--- src/rtl/trap_smi_pkg.sv ---
package trap_smi_pkg;

  parameter int unsigned REG_W = 8;

  typedef enum logic [1:0] {
    SEL_ENABLE = 2'd0,
    SEL_STATUS = 2'd1,
    SEL_NONE   = 2'd2
  } reg_sel_e;

  // Low n bits set, the rest clear.
  function automatic logic [REG_W-1:0] low_mask(input int unsigned n);
    logic [REG_W-1:0] m;
    m = '0;
    for (int unsigned k = 0; k < REG_W; k++) begin
      if (k < n) m[k] = 1'b1;
    end
    return m;
  endfunction

  // Sticky update: clear requests drop bits, set requests win over them.
  function automatic logic sticky_next(input logic cur, input logic set_req,
                                       input logic clr_req);
    return (cur & ~clr_req) | set_req;
  endfunction

  // A written 0 is a clear request, a written 1 leaves the bit as it was.
  function automatic logic zero_clears(input logic wr_hit, input logic data_bit);
    return wr_hit & ~data_bit;
  endfunction

endpackage

--- src/rtl/trap_reg_decode.sv ---
module trap_reg_decode
  import trap_smi_pkg::*;
#(
  parameter int unsigned ADDR_W   = 2,
  parameter int unsigned EN_OFF   = 0,
  parameter int unsigned STAT_OFF = 1
) (
  input  logic              wr_en,
  input  logic [ADDR_W-1:0] addr,
  output reg_sel_e          sel,
  output logic              en_we,
  output logic              stat_we
);

  always_comb begin
    if (addr == ADDR_W'(EN_OFF))        sel = SEL_ENABLE;
    else if (addr == ADDR_W'(STAT_OFF)) sel = SEL_STATUS;
    else                                sel = SEL_NONE;
  end

  assign en_we   = wr_en && (sel == SEL_ENABLE);
  assign stat_we = wr_en && (sel == SEL_STATUS);

endmodule

--- src/rtl/trap_enable_reg.sv ---
module trap_enable_reg #(
  parameter int unsigned NUM_TRAPS = 6
) (
  input  logic                 clk,
  input  logic                 rst_n,
  input  logic                 we,
  input  logic [NUM_TRAPS-1:0] wdata,
  output logic [NUM_TRAPS-1:0] en_q
);

  always_ff @(posedge clk) begin
    if (!rst_n)  en_q <= '0;
    else if (we) en_q <= wdata;
  end

endmodule

--- src/rtl/trap_status_reg.sv ---
module trap_status_reg
  import trap_smi_pkg::*;
#(
  parameter int unsigned NUM_TRAPS = 6
) (
  input  logic                 clk,
  input  logic                 rst_n,
  input  logic                 we,
  input  logic [NUM_TRAPS-1:0] wdata,
  input  logic [NUM_TRAPS-1:0] hit,
  input  logic [NUM_TRAPS-1:0] en,
  output logic [NUM_TRAPS-1:0] set_vec,
  output logic [NUM_TRAPS-1:0] clr_vec,
  output logic [NUM_TRAPS-1:0] status_q
);

  for (genvar i = 0; i < NUM_TRAPS; i++) begin : g_bit
    assign set_vec[i] = hit[i] & en[i];
    assign clr_vec[i] = zero_clears(we, wdata[i]);

    always_ff @(posedge clk) begin
      if (!rst_n) status_q[i] <= 1'b0;
      else        status_q[i] <= sticky_next(status_q[i], set_vec[i], clr_vec[i]);
    end
  end

endmodule

--- src/rtl/trap_irq_gen.sv ---
module trap_irq_gen #(
  parameter int unsigned NUM_TRAPS = 6
) (
  input  logic                 clk,
  input  logic                 rst_n,
  input  logic [NUM_TRAPS-1:0] status,
  output logic                 req
);

  logic any_pending;
  assign any_pending = |status;

  always_ff @(posedge clk) begin
    if (!rst_n) req <= 1'b0;
    else        req <= any_pending;
  end

endmodule

--- src/rtl/trap_smi_block.sv ---
module trap_smi_block
  import trap_smi_pkg::*;
#(
  parameter int unsigned NUM_TRAPS = 6,
  parameter int unsigned ADDR_W    = 2
) (
  input  logic                 clk,
  input  logic                 rst_n,
  input  logic                 reg_wr_en,
  input  logic [ADDR_W-1:0]    reg_addr,
  input  logic [REG_W-1:0]     reg_wdata,
  output logic [REG_W-1:0]     reg_rdata,
  input  logic [NUM_TRAPS-1:0] trap_hit,
  output logic                 smi_req
);

  localparam logic [REG_W-1:0] LIVE_MASK = low_mask(NUM_TRAPS);

  reg_sel_e             sel;
  logic                 en_we;
  logic                 stat_we;
  logic [NUM_TRAPS-1:0] en_q;
  logic [NUM_TRAPS-1:0] status_q;
  logic [NUM_TRAPS-1:0] set_vec;
  logic [NUM_TRAPS-1:0] clr_vec;

  trap_reg_decode #(.ADDR_W(ADDR_W)) u_dec (
    .wr_en   (reg_wr_en),
    .addr    (reg_addr),
    .sel     (sel),
    .en_we   (en_we),
    .stat_we (stat_we)
  );

  trap_enable_reg #(.NUM_TRAPS(NUM_TRAPS)) u_en (
    .clk   (clk),
    .rst_n (rst_n),
    .we    (en_we),
    .wdata (reg_wdata[NUM_TRAPS-1:0]),
    .en_q  (en_q)
  );

  trap_status_reg #(.NUM_TRAPS(NUM_TRAPS)) u_stat (
    .clk      (clk),
    .rst_n    (rst_n),
    .we       (stat_we),
    .wdata    (reg_wdata[NUM_TRAPS-1:0]),
    .hit      (trap_hit),
    .en       (en_q),
    .set_vec  (set_vec),
    .clr_vec  (clr_vec),
    .status_q (status_q)
  );

  trap_irq_gen #(.NUM_TRAPS(NUM_TRAPS)) u_irq (
    .clk    (clk),
    .rst_n  (rst_n),
    .status (status_q),
    .req    (smi_req)
  );

  // Reserved write data bits are not stored anywhere.
  if (NUM_TRAPS < REG_W) begin : g_rsv
    logic unused_rsv_wdata;
    assign unused_rsv_wdata = ^reg_wdata[REG_W-1:NUM_TRAPS];
  end

  always_comb begin
    reg_rdata = '0;
    case (sel)
      SEL_ENABLE: reg_rdata[NUM_TRAPS-1:0] = en_q;
      SEL_STATUS: reg_rdata[NUM_TRAPS-1:0] = status_q;
      default:    reg_rdata = '0;
    endcase
    reg_rdata = reg_rdata & LIVE_MASK;
  end

endmodule

--- config.mk ---
export PLATFORM = sky130hd
export DESIGN_NAME = trap_smi_block
export DESIGN_NICKNAME = d
export VERILOG_FILES = /design/src/rtl/trap_smi_pkg.sv /design/src/rtl/trap_reg_decode.sv /design/src/rtl/trap_enable_reg.sv /design/src/rtl/trap_status_reg.sv /design/src/rtl/trap_irq_gen.sv /design/src/rtl/trap_smi_block.sv
export SDC_FILE = /design/constraint.sdc
export NUM_CORES = 1
export LEC_CHECK = 0
export ABC_CLOCK_PERIOD_IN_PS = 2500
export BUFFER_PORTS_ARGS = -buffer_cell sky130_fd_sc_hd__buf_2
export CAP_MARGIN = 25
export CORE_UTILIZATION = 50
export CTS_BUF_LIST = sky130_fd_sc_hd__clkbuf_4 sky130_fd_sc_hd__clkbuf_8
export CTS_CLUSTER_SIZE = 25
export DETAILED_ROUTE_END_ITERATION = 10
export PLACE_DENSITY = 0.92
export SYNTH_ARGS = -nofsm -noshare
export SYNTH_HDL_FRONTEND = slang
export SYNTH_HIERARCHICAL = 1
export SYNTH_SLANG_ARGS = --single-unit
--- constraint.sdc ---
create_clock -name clk -period 2.5 [get_ports clk]
set_clock_uncertainty 0.1 [all_clocks]
set_input_delay 0.375 -clock clk [delete_from_list [all_inputs] [get_ports clk]]
set_output_delay 0.375 -clock clk [all_outputs]
set_load 0.02 [all_outputs]
==> metrics.md <==
| Metric | Value |
|---|---|
| Top cell type's share of synthesized area | 36.24% |
| Setup_tns | 0 ns |
| GRT Residual Overflow | 0 |
| Routed wire length | between 1 and 1.5 mm |
| Share of cells above drive strength 1 | 34.02% |
| Critical Path AT | 1.26 ns |
| Die W | 39.90 um |
| Die Ht | 39.90 um |
| Most frequent cell after synthesis | dfxtp_1 |
| Minimum clock period after layout | 1.738 ns |
| Vias/cell | 5.170 |
| Worst-path clk slew | 0.08 ns |
| Outcome | finished, final reports clean |
| Clk sink count | 13 |
| Total power | 418.9 uW |
| Clk buf depth | 2 |
| Row cnt | 13 |
| Cell taking the most area after synthesis | dfxtp_1 |
| Htree depth | 1 |
| Slowest-stage cell, CP | mux2i_1 |
| Wirelength per Cell | 12.71 um |
| Clock tree from TritonCTS | yes |
| Final Hold Viols | 0 |
| Finished Layout Cells | 112 |
| Fillcell total | 120 |
| Largest net degree at the start of global routing | 20 |
| CP peak stage delay | 0.20 ns |
| WS Path Type | in -> out |
| Port Buffers | 23 |
| Worst setup margin | 0.7619 ns |
| Async SR Flop Fraction | 0% |
| Most common flop cell mapped by yosys | dfxtp_1 |
| Reg2Reg Depth | 2 |
| First-pass GRT wire length | 2.063 mm |
| Root Driver | clkbuf_4 |
| Period utilization | approximately 70% |
| CP Capture Type | output port |
| Setup WS pre-CTS | 0.7630 ns |
| DR vias | a little under 600 |
| Post-cts resize count | 0 |
| Fmax achieved | 575.3 MHz |
| Core Area | 1318 um^2 |
| Peak VDD IR | roughly 0.31 mV |
| Area Overhead vs Synth | 18.12% |
| Placed cells | 108 |
| RSZ-0062 raised after global routing | no |
| Worst path required time | 2.03 ns |
| Cells after synthesis | 73 |
| Routability congestion estimate | ~0.70 |
| Crit-path max FO | 9 |
| First drt pass iteration count | 4 |
| Hold_sp | reg_wdata[1] |
| Inserted Diodes | 0 |
| # DRC | 0 |
| Startpoint Class | input port |
| Post-synthesis sequential area ratio | between 30% and 40% |
| Most Frequent Cell on Critical Path | buf_2 |
| Synthesized area | 718.2 um^2 |
| Die ar. | 1592 um^2 |
| Starting Density | 54.51% |
| Clock Latency Late Sink | 0.27 ns |
| Ys Warns | 6 |
| Post-DP HPWL | between 1 and 1.5 mm |
| Synth Register Bits | 13 |
| Vias in the first global route | 492 |
| PwrDens | 493.9 nW/um^2 |
| Setup violators final | 0 |
| EDFF count, synth | 0 |
| Netlist cell types | 17 |
| Critical R2R Launch | u_stat/status_q[1] |
| Dominant cells by area after synthesis | dfxtp_1, mux2i_1, o2bb2ai_2 |
| Post-CTS setup buffer count | 0 |
| Remaining antenna violation count after routing | 0 |
| Hold Path Depth | 3 |
| Critical path origin | reg_addr[1] |
| Pins over their slew limit | 0 |
| Initial antenna violation count | 0 |
| Synth top cells by count | dfxtp_1, mux2i_1, nor2b_1 |
| Sequential Area | 260.3 um^2 |
| Max-cap violations | 0 |
| Type of the worst min-delay path | in -> reg |
| Area of the multi-input gates | 409.1 um^2 |
| Cell Chain, Critical Path | buf_2 > nor2b_1 > buf_4 > mux2i_1 > nor2_1 > buf_2 |
| Mean area per synthesized cell | about 9.8 um^2 |
| CTS Buf Count | 3 |
| Min Hold Slack | approximately 0.28 ns |
| I/O pin total | 28 |
| CTS Hold Buffers Added | 0 |
| DR iter-0 viols | 2 |
| Leakage power | 0.0003894 uW |
| Gr usage total | between 20 and 25% |
| Nets | ~120 |
[placed cells by master, fill, tap and decap left out]
master / Yosys / final
nor2_1: 6 / 6
o2bb2ai_1: 2 / 2
and3b_1: 1 / 1
nor2b_1: 7 / 7
buf_2: 0 / 23
and2b_1: 6 / 6
o2bb2ai_2: 4 / 4
conb_1: 1 / 2
o31a_1: 1 / 1
or4_1: 1 / 1
clkbuf_4: 0 / 4
mux2i_1: 12 / 12
dfxtp_1: 13 / 13
buf_4: 2 / 2
and2_1: 6 / 6
nand2_1: 6 / 6
nor3b_1: 1 / 1
[through the flow]
step	cell area, um^2	utilization, %
after floorplan	721.9	-
after global placement	818.3	62.11
after detailed placement	818.3	62.11
after CTS	848.3	64.39
after global routing	848.3	64.39
final	848.3	64.39
[layout make-up]
type / count / share of cell area (%)
Multi-Input combinational cell: 55 / 48.23
Sequential cell: 13 / 30.68
Tap cell: 15 / 2.212
Clock buffer: 4 / 3.540
Timing Repair Buffer: 25 / 15.34
[cell families after synthesis]
family / Yosys count / share of synthesized area [%]
AOI/OAI and AO/OA: 7 / 12.02
DFF: 13 / 36.24
other: 1 / 0.5221
muxes: 12 / 16.73
buffers and inverters: 6 / 7.316
and+or+nand+nor: 34 / 27.18
[flip-flops by register name, indices dropped and copies added, names as in the netlist]
name and count:
u_en/en_q 6, u_stat/status_q 6, u_irq/req 1
[power by group]
| part | leakage [uW] | switching, uW | internal (uW) |
|---|---|---|---|
| registers | 0.000105 | 4.27 | 214 |
| logic | 0.000266 | 30.8 | 28.5 |
| clock network | 0.0000184 | 69.3 | 72.5 |
[worst max-delay path: cells and delay by family]
kind          cells  cell delay, ns
buf+inv           3            0.50
mux               1            0.20
simple gates      2            0.19
[routing by layer]
metal | GRT usage, % | share of wire (%) | vias to the layer above
met2 | 35.08 | 51 | 22
met1 | 24.48 | 43 | 264
met3 | 3.409 | 5.1 | 2
met4 | 6.897 | 0.35 | 0
li1 | - | - | 291
met5 | 0 | 0 | -
[worst paths after layout]
check	to	slack, ns
max	reg_rdata[0]	0.76
min	u_en/en_q[1]	0.28
max reg2reg	u_irq/req	1.19
min reg2reg	u_stat/status_q[4]	0.38
Note: power is estimated with default switching activity, not from simulation.
